$ cat config.mk
export PLATFORM = sky130hd
export DESIGN_NAME = strap_cfg_loader
export DESIGN_NICKNAME = d
export VERILOG_FILES = /design/src/rtl/strap_pkg.sv /design/src/rtl/strap_ctrl.sv /design/src/rtl/strap_dp.sv /design/src/rtl/strap_cfg_loader.sv
export SDC_FILE = /design/constraint.sdc
export NUM_CORES = 1
export LEC_CHECK = 0
export BUFFER_PORTS_ARGS = -buffer_cell sky130_fd_sc_hd__buf_4
export CELL_PAD_IN_SITES_DETAIL_PLACEMENT = 2
export CELL_PAD_IN_SITES_GLOBAL_PLACEMENT = 2
export CORE_ASPECT_RATIO = 1.25
export CORE_MARGIN = 8
export CORE_UTILIZATION = 24
export CTS_BUF_LIST = sky130_fd_sc_hd__clkbuf_4
export CTS_CLUSTER_DIAMETER = 120
export DETAILED_ROUTE_END_ITERATION = 10
export PLACE_DENSITY = 0.78
export SLEW_MARGIN = 20
export SYNTH_ARGS = -nofsm -noshare
export SYNTH_HDL_FRONTEND = slang
export SYNTH_SLANG_ARGS = --single-unit
export TNS_END_PERCENT = 30
$ cat constraint.sdc
create_clock -name clk -period 1.35 [get_ports clk]
set_input_delay 0.2025 -clock clk [delete_from_list [all_inputs] [get_ports clk]]
set_output_delay 0.2025 -clock clk [all_outputs]
set_load 0.1 [all_outputs]
$ cat src/rtl/strap_pkg.sv
package strap_pkg;
  localparam int MODE_W = 3;
  localparam int ADV_W = 4;

  localparam int BIT_SOFT = 15;
  localparam int BIT_SPEED = 13;
  localparam int BIT_ANEG = 12;
  localparam int BIT_PDOWN = 11;
  localparam int BIT_DUPLEX = 8;
  localparam int ADV_LSB = 5;
  localparam int BIT_RMII = 14;
  localparam int MODE_LSB = 5;

  typedef logic [MODE_W-1:0] mode_t;

  typedef enum logic [MODE_W-1:0] {
    MODE_10_HALF   = 3'b000,
    MODE_10_FULL   = 3'b001,
    MODE_100_HALF  = 3'b010,
    MODE_100_FULL  = 3'b011,
    MODE_ADV_HALF  = 3'b100,
    MODE_REPEATER  = 3'b101,
    MODE_PDOWN     = 3'b110,
    MODE_ALL       = 3'b111
  } modeSel_e;

  typedef struct packed {
    logic speed;
    logic aneg;
    logic pdown;
    logic duplex;
  } ctrl_t;

  typedef struct packed {
    ctrl_t             ctrl;
    logic              advLoad;
    logic [ADV_W-1:0]  adv;
  } decode_t;

  typedef struct packed {
    logic capture;
    logic softLoad;
    logic wrCtrl;
    logic wrAdv;
    logic wrSpecial;
  } strobe_t;

  function automatic decode_t decodeMode(input mode_t m, input ctrl_t rstVal);
    decode_t d;
    d.ctrl    = rstVal;
    d.advLoad = 1'b0;
    d.adv     = '0;
    case (modeSel_e'(m))
      MODE_10_HALF:  d.ctrl = '{speed: 1'b0, aneg: 1'b0, pdown: 1'b0, duplex: 1'b0};
      MODE_10_FULL:  d.ctrl = '{speed: 1'b0, aneg: 1'b0, pdown: 1'b0, duplex: 1'b1};
      MODE_100_HALF: d.ctrl = '{speed: 1'b1, aneg: 1'b0, pdown: 1'b0, duplex: 1'b0};
      MODE_100_FULL: d.ctrl = '{speed: 1'b1, aneg: 1'b0, pdown: 1'b0, duplex: 1'b1};
      MODE_ADV_HALF, MODE_REPEATER: begin
        d.ctrl    = '{speed: 1'b1, aneg: 1'b1, pdown: 1'b0, duplex: 1'b0};
        d.advLoad = 1'b1;
        d.adv     = 4'b0100;
      end
      MODE_PDOWN: d.ctrl.pdown = 1'b1;
      MODE_ALL: begin
        d.ctrl.aneg  = 1'b1;
        d.ctrl.pdown = 1'b0;
        d.advLoad    = 1'b1;
        d.adv        = 4'b1111;
      end
      default: d.ctrl = rstVal;
    endcase
    return d;
  endfunction
endpackage

$ cat src/rtl/strap_ctrl.sv
module strap_ctrl
  import strap_pkg::*;
#(
  parameter int ADDR_W = 5,
  parameter logic [ADDR_W-1:0] ADDR_CTRL = 5'd0,
  parameter logic [ADDR_W-1:0] ADDR_ADV = 5'd4,
  parameter logic [ADDR_W-1:0] ADDR_SPECIAL = 5'd18
) (
  input  logic              clk,
  input  logic              rstN,
  input  logic              softRstIn,
  input  logic [ADDR_W-1:0] mgmtAddr,
  input  logic              mgmtWr,
  input  logic              softBit,
  output strobe_t           stb
);
  logic inReset;
  logic active;

  // Hardware reset is sampled on the clock; inReset marks the held phase.
  always_ff @(posedge clk) begin
    if (!rstN) inReset <= 1'b1;
    else       inReset <= 1'b0;
  end

  assign active = rstN && !inReset;

  always_comb begin
    stb           = '0;
    stb.capture   = rstN && inReset;
    stb.wrCtrl    = active && mgmtWr && (mgmtAddr == ADDR_CTRL);
    stb.wrAdv     = active && mgmtWr && (mgmtAddr == ADDR_ADV);
    stb.wrSpecial = active && mgmtWr && (mgmtAddr == ADDR_SPECIAL);
    stb.softLoad  = active && (softRstIn || (stb.wrCtrl && softBit));
  end


  capture_once_chk: assert property (@(posedge clk) disable iff (!rstN)
    stb.capture |=> !stb.capture);
endmodule

$ cat src/rtl/strap_dp.sv
module strap_dp
  import strap_pkg::*;
#(
  parameter int ADDR_W = 5,
  parameter int DATA_W = 16,
  parameter logic [ADDR_W-1:0] ADDR_CTRL = 5'd0,
  parameter logic [ADDR_W-1:0] ADDR_ADV = 5'd4,
  parameter logic [ADDR_W-1:0] ADDR_SPECIAL = 5'd18,
  parameter logic [3:0] CTRL_RST = 4'b1100,
  parameter logic [ADV_W-1:0] ADV_RST = 4'b0001
) (
  input  logic               clk,
  input  logic               rstN,
  input  strobe_t            stb,
  input  logic [MODE_W-1:0]  padIn,
  input  logic               selPadIn,
  input  logic [MODE_W-2:0]  rxData,
  input  logic               colCrsDv,
  output logic [MODE_W-1:0]  padOut,
  output logic               padOe,
  input  logic [ADDR_W-1:0]  mgmtAddr,
  input  logic [DATA_W-1:0]  mgmtWrData,
  output logic [DATA_W-1:0]  mgmtRdData,
  output logic               speed100,
  output logic               fullDuplex,
  output logic               anegEnable,
  output logic               powerDown,
  output logic               repeaterMode,
  output logic               crsOnTx,
  output logic               ifaceRmii
);
  localparam int SYNC_W = MODE_W + 1;
  localparam ctrl_t CTRL_DEFAULT = ctrl_t'(CTRL_RST);

  logic [SYNC_W-1:0] syncA;
  logic [SYNC_W-1:0] syncB;
  ctrl_t             ctrl;
  logic [ADV_W-1:0]  adv;
  mode_t             storedMode;
  mode_t             appliedMode;
  logic              rmii;
  decode_t           strapDec;
  decode_t           storedDec;
  logic              pdLocked;
  logic [MODE_W-1:0] dataFn;
  logic              unusedBits;

  // Two-flop synchronizer, free running so it settles while reset is held.
  always_ff @(posedge clk) begin
    syncA <= {selPadIn, padIn};
    syncB <= syncA;
  end

  always_comb begin
    strapDec  = decodeMode(syncB[MODE_W-1:0], CTRL_DEFAULT);
    storedDec = decodeMode(storedMode, CTRL_DEFAULT);
  end

  assign pdLocked = (appliedMode == MODE_PDOWN);

  always_ff @(posedge clk) begin
    if (!rstN) begin
      ctrl        <= CTRL_DEFAULT;
      adv         <= ADV_RST;
      storedMode  <= '0;
      appliedMode <= '0;
      rmii        <= 1'b0;
      padOe       <= 1'b0;
    end else if (stb.capture) begin
      ctrl        <= strapDec.ctrl;
      if (strapDec.advLoad) adv <= strapDec.adv;
      storedMode  <= syncB[MODE_W-1:0];
      appliedMode <= syncB[MODE_W-1:0];
      rmii        <= syncB[MODE_W];
      padOe       <= 1'b1;
    end else begin
      if (stb.softLoad) begin
        ctrl        <= storedDec.ctrl;
        appliedMode <= storedMode;
      end else if (stb.wrCtrl) begin
        ctrl.speed  <= mgmtWrData[BIT_SPEED];
        ctrl.aneg   <= mgmtWrData[BIT_ANEG];
        ctrl.duplex <= mgmtWrData[BIT_DUPLEX];
        if (!pdLocked) ctrl.pdown <= mgmtWrData[BIT_PDOWN];
      end
      if (stb.wrAdv)     adv        <= mgmtWrData[ADV_LSB +: ADV_W];
      if (stb.wrSpecial) storedMode <= mgmtWrData[MODE_LSB +: MODE_W];
    end
  end

  // Shared pins: data functions once released.
  assign dataFn = {colCrsDv, rxData};
  for (genvar i = 0; i < MODE_W; i++) begin : g_pad
    assign padOut[i] = padOe & dataFn[i];
  end

  always_comb begin
    mgmtRdData = '0;
    if (mgmtAddr == ADDR_CTRL) begin
      mgmtRdData[BIT_SPEED]  = ctrl.speed;
      mgmtRdData[BIT_ANEG]   = ctrl.aneg;
      mgmtRdData[BIT_PDOWN]  = ctrl.pdown;
      mgmtRdData[BIT_DUPLEX] = ctrl.duplex;
    end else if (mgmtAddr == ADDR_ADV) begin
      mgmtRdData[ADV_LSB +: ADV_W] = adv;
    end else if (mgmtAddr == ADDR_SPECIAL) begin
      mgmtRdData[BIT_RMII] = rmii;
      mgmtRdData[MODE_LSB +: MODE_W] = storedMode;
    end
  end

  assign speed100     = ctrl.speed;
  assign fullDuplex   = ctrl.duplex;
  assign anegEnable   = ctrl.aneg;
  assign powerDown    = ctrl.pdown;
  assign repeaterMode = (appliedMode == MODE_REPEATER);
  assign crsOnTx      = !ctrl.duplex && !repeaterMode;
  assign ifaceRmii    = rmii;

  assign unusedBits = ^{mgmtWrData, storedDec.advLoad, storedDec.adv};


  pad_release_chk: assert property (@(posedge clk) disable iff (!rstN)
    $rose(padOe) |-> $past(stb.capture));


  soft_from_stored_chk: assert property (@(posedge clk) disable iff (!rstN)
    stb.softLoad |=> (powerDown == ($past(storedMode) == MODE_PDOWN)));


  mode_write_inert_chk: assert property (@(posedge clk) disable iff (!rstN)
    (stb.wrSpecial && !stb.softLoad && !stb.wrCtrl && !stb.capture)
      |=> ($stable(appliedMode) && $stable(ctrl)));


  pdown_lock_chk: assert property (@(posedge clk) disable iff (!rstN)
    (pdLocked && !stb.softLoad && !stb.capture) |=> powerDown);
endmodule

$ cat src/rtl/strap_cfg_loader.sv
module strap_cfg_loader
  import strap_pkg::*;
#(
  parameter int ADDR_W = 5,
  parameter int DATA_W = 16,
  parameter logic [ADDR_W-1:0] ADDR_CTRL = 5'd0,
  parameter logic [ADDR_W-1:0] ADDR_ADV = 5'd4,
  parameter logic [ADDR_W-1:0] ADDR_SPECIAL = 5'd18,
  parameter logic [3:0] CTRL_RST = 4'b1100,
  parameter logic [3:0] ADV_RST = 4'b0001
) (
  input  logic              clk,
  input  logic              rstN,
  input  logic              softRstIn,
  input  logic [2:0]        padIn,
  input  logic              selPadIn,
  input  logic [1:0]        rxData,
  input  logic              colCrsDv,
  output logic [2:0]        padOut,
  output logic              padOe,
  input  logic [ADDR_W-1:0] mgmtAddr,
  input  logic              mgmtWr,
  input  logic [DATA_W-1:0] mgmtWrData,
  output logic [DATA_W-1:0] mgmtRdData,
  output logic              speed100,
  output logic              fullDuplex,
  output logic              anegEnable,
  output logic              powerDown,
  output logic              repeaterMode,
  output logic              crsOnTx,
  output logic              ifaceRmii
);
  strobe_t stb;

  strap_ctrl #(
    .ADDR_W(ADDR_W), .ADDR_CTRL(ADDR_CTRL), .ADDR_ADV(ADDR_ADV), .ADDR_SPECIAL(ADDR_SPECIAL)
  ) u_ctrl (
    .clk(clk), .rstN(rstN), .softRstIn(softRstIn), .mgmtAddr(mgmtAddr),
    .mgmtWr(mgmtWr), .softBit(mgmtWrData[BIT_SOFT]), .stb(stb)
  );

  strap_dp #(
    .ADDR_W(ADDR_W), .DATA_W(DATA_W), .ADDR_CTRL(ADDR_CTRL), .ADDR_ADV(ADDR_ADV),
    .ADDR_SPECIAL(ADDR_SPECIAL), .CTRL_RST(CTRL_RST), .ADV_RST(ADV_RST)
  ) u_dp (
    .clk(clk), .rstN(rstN), .stb(stb), .padIn(padIn), .selPadIn(selPadIn),
    .rxData(rxData), .colCrsDv(colCrsDv), .padOut(padOut), .padOe(padOe),
    .mgmtAddr(mgmtAddr), .mgmtWrData(mgmtWrData), .mgmtRdData(mgmtRdData),
    .speed100(speed100), .fullDuplex(fullDuplex), .anegEnable(anegEnable),
    .powerDown(powerDown), .repeaterMode(repeaterMode), .crsOnTx(crsOnTx),
    .ifaceRmii(ifaceRmii)
  );
endmodule

==> impl_metrics.toml <==
[hold_path]
min_to = "u_dp.adv[0]$_SDFFE_PN1P_"
hold-path-cell-count = 3
min-delay-path-class = "input pin to register"
min-delay-start = "mgmtWrData[5]"

[sta]
final-max-slew-violation-count = 0
fmax_ghz = 0.631
fin_worst_skew_ns = 0.0119
finalSetupViolations = 19
period_share = 1.17
min_period_ns = 1.58
rsz0062_at_grt = "true"
fin_ws_ns = -0.235
hold_viol = 0

[status]
run_status = "complete, but fails checks"
violations_in_the_final_reports = "negative setup slack"

[routing]
route.vias.total = 1487
detail_route.vias_per_cell = 5.02
route.antenna.remaining_nets = 0
detailedRoute.firstIterationViolations = 33
avgRoutedWirePerCell_um = 20.0
route.final.wire_length_um = 5920
number_of_iterations_in_the_first_detailed_routing_pass = 4
number_of_remaining_drc_errors = 0

[synthesis]
number_of_synthesized_flops_with_an_enable_pin = 0
synthesis.area_per_instance_um2 = 9.25
synth_async_sr_flop_share = 0
netlist-cell-type-count = 52
synth-warning-count = 0
synth_area_mm2 = 0.00132
ys_ff_latch = 25
yosys-top-cells-area = "dfxtp_1 38%, mux2i_1 5.3%, buf_4 4.5%"
part_of_the_yosys_area_used_for_sequential_elements = 0.378
synth_top_area_cell = "dfxtp_1"
netlist_instances = 143
netlist.area_leader.share = 0.378
postSynth.topFlopCell = "dfxtp_1"

[clock_network]
clockBufferDepth = 2
cts_tree = "yes"
clock_latency_reported_for_the_late_side_of_the_worst_skew_pair_ns = 0.33
cts_made_buffers = 3
clk_transition_reported_paths_ns = 0.14
clock_root_cell = "clkbuf_4"
clock-sinks = 25
clock_tree.htree_level_count = 1

[place]
pre_cts_ws_ns = -0.430
area_after_dpl_mm2 = 0.00202
finalWeightedCongestion = 0.781
port_buffers = 42
place.detailed.hpwl_um = 4270

[global_route]
initial_antenna_violation_count = 0
groute.usage.overall = 0.145
grtUsageMet3 = 0.0209
met2_usage = 0.274
grt.busiest_layer = "met2"
grt_pass1_vias = 1720
pin_count_of_the_biggest_net_entering_global_routing = 16
grt-ovfl-total = 0
global_route_wire_length_before_repair_um = 9110
global_route.usage.met1 = 0.156

[pwr]
cell_internal_pwr_uw = 1180
power.share.clock = 0.185
power.share.combinational = 0.386
power.density_cell_area_mw_per_mm2 = 796
net_switching_share_of_the_total_power = 0.394
seq_power_share = 0.428
report.power.total_uw = 1950
max-vdd-ir-drop_mv = 0.538
power_leakage_uw = 0.00108
power_switching_uw = 766

[floorplan]
core-area_mm2 = 0.00537
num_io_pins = 59
chipWidth_um = 82.4
placementRows = 30
die_area_mm2 = 0.00816
die_h_um = 99.0
start_util = 0.246

[cells_and_area]
nFillCells = 574
layout-area-overhead-vs-synth_pct = 85.0
antenna_cells_inserted = 0
mostFrequentLayoutCell = "buf_4"
layout.nets = 265
drive_gt1_frac = 0.616
postLayoutCellArea_mm2 = 0.00245
final_cell_mix = "63 x buf_4, 17 x dfxtp_1, 11 x buf_6, 10 x buf_12, 8 x conb_1"

[setup_path]
critical_path_buf_inv_count = 2
reg2reg_to = "u_dp.adv[2]$_SDFFE_PN0P_"
reg2reg_setup_slack_ns = -0.16
critPathLaunchType = "input pin"
worst_path_max_delay_cell = "or4_4"
critPathTopFamily = "simple AND/OR/NAND/NOR gates"
worst_ep_arrival_time_ns = 1.38
worst-r2r-cell-count = 5
timing.setup.critical_path_class = "input pin to output port"
worstPathMaxFanout = 4
critical_path_required_ns = 1.15
cp_cell_sequence = "buf_8, or4_4, nor2_4, a22o_4, buf_12"
slowest_delay_ns = 0.55
timing.critical_path.depth = 5
crit_path_end_kind = "output port"
crit-reg2reg-launch = "u_ctrl.inReset$_DFF_P_"

[flow_run]
drv_cap = 0
[timing repair]
action | 4_1_cts | 5_1_grt
setup endpoints to repair | 24 | 26
hold buffers | 4 | 0
pin swaps | 9 | 11
buffers inserted | 8 | 0
resized for setup | 51 | 23
endpoints found under the hold margin | 4 | 0
[layer usage]
| layer | share of wire | vias up |
|---|---|---|
| li1 | - | 701 |
| met1 | 0.38 | 747 |
| met2 | 0.57 | 34 |
| met3 | 0.044 | 5 |
| met4 | 0.0074 | 0 |
| met5 | 0 | - |
[area by class of cell]
| type | instances | area [µm²] | share of cell area |
|---|---|---|---|
| clock buffers | 3 | 22.5 | 0.00921 |
| flip-flops and latches | 25 | 513 | 0.210 |
| inverters | 5 | 18.8 | 0.00767 |
| clock inverters | 1 | 7.51 | 0.00307 |
| well taps | 64 | 80.1 | 0.0327 |
| multi-input cells | 107 | 922 | 0.377 |
| repair buffers | 91 | 882 | 0.361 |
[stage by stage]
stage	hold slack, ns	setup TNS, ns	cells	util
CTS	0.173	-1.61	296	0.438
detailed placement	0.308	-5.48	280	0.376
global route	0.184	-2.59	296	0.456
finish	0.175	-1.64	296	0.456
global placement	0.307	-4.50	280	0.376
floorplan	0.230	-0.876	150	-
[Yosys cell counts (all sizes together), types with 2 or more instances]
cell    count
o21ai       7
and2        4
a21o        2
and3b       2
a31oi       2
a21oi       9
mux2i       7
nor3        5
dfxtp      25
a221oi      4
clkbuf      3
a221o       2
inv         5
nand2       8
nor2       10
nand3       3
buf        10
and3        3
nor4        3
o311a       3
a22o        4
[worst max-delay path by stage]
stage                 from                  endpoint  slack (ns)
5_1_grt        mgmtAddr[4]             mgmtRdData[8]       -0.25
6_report       mgmtAddr[4]             mgmtRdData[8]       -0.23
3_5_place_dp   mgmtAddr[1]  u_dp.adv[3]$_SDFFE_PN0P_       -0.43
2_1_floorplan  mgmtAddr[0]             mgmtRdData[8]        -0.1
3_3_place_gp   mgmtAddr[0]             mgmtRdData[8]       -0.35
4_1_cts        mgmtAddr[4]             mgmtRdData[8]       -0.22
[worst reg2reg max path: cells and delay by family (launching register included)]
family,cells,cell delay (ns)
flops,1,0.40
buf+inv,1,0.16
compound gates,1,0.11
simple gates,2,0.46
mux,1,0.26
[flip-flops by register name, indices dropped and copies added, names as in the netlist]
register          cells
u_dp.speed100         1
u_ctrl.inReset        1
u_dp.anegEnable       1
u_dp.adv              4
u_dp.padOe            1
u_dp.ifaceRmii        1
u_dp.appliedMode      3
u_dp.syncB            4
u_dp.fullDuplex       1
u_dp.powerDown        1
u_dp.syncA            4
u_dp.storedMode       3
[logic make-up (layout without fill, tap and decap cells)]
logic type             count (synthesis)  in the layout  synth area share
AND/OR/NAND/NOR                       52             52             0.250
multiplexers                           7              7            0.0530
flip-flops                            25             25             0.378
other                                  1              8           0.00284
buffers and inverters                 18            100            0.0880
AO/OA/AOI/OAI                         40             40             0.228
[power groups by stage]
stage / Sequential [µW] / Clock, µW / Combinational (µW)
after floorplan: 932 / 0 / 340
after global placement: 843 / 0 / 632
after global routing: 841 / 393 / 785
final: 834 / 361 / 752
after CTS: 832 / 374 / 716
after detailed placement: 846 / 0 / 648
Power figures use the tool's default switching activity.
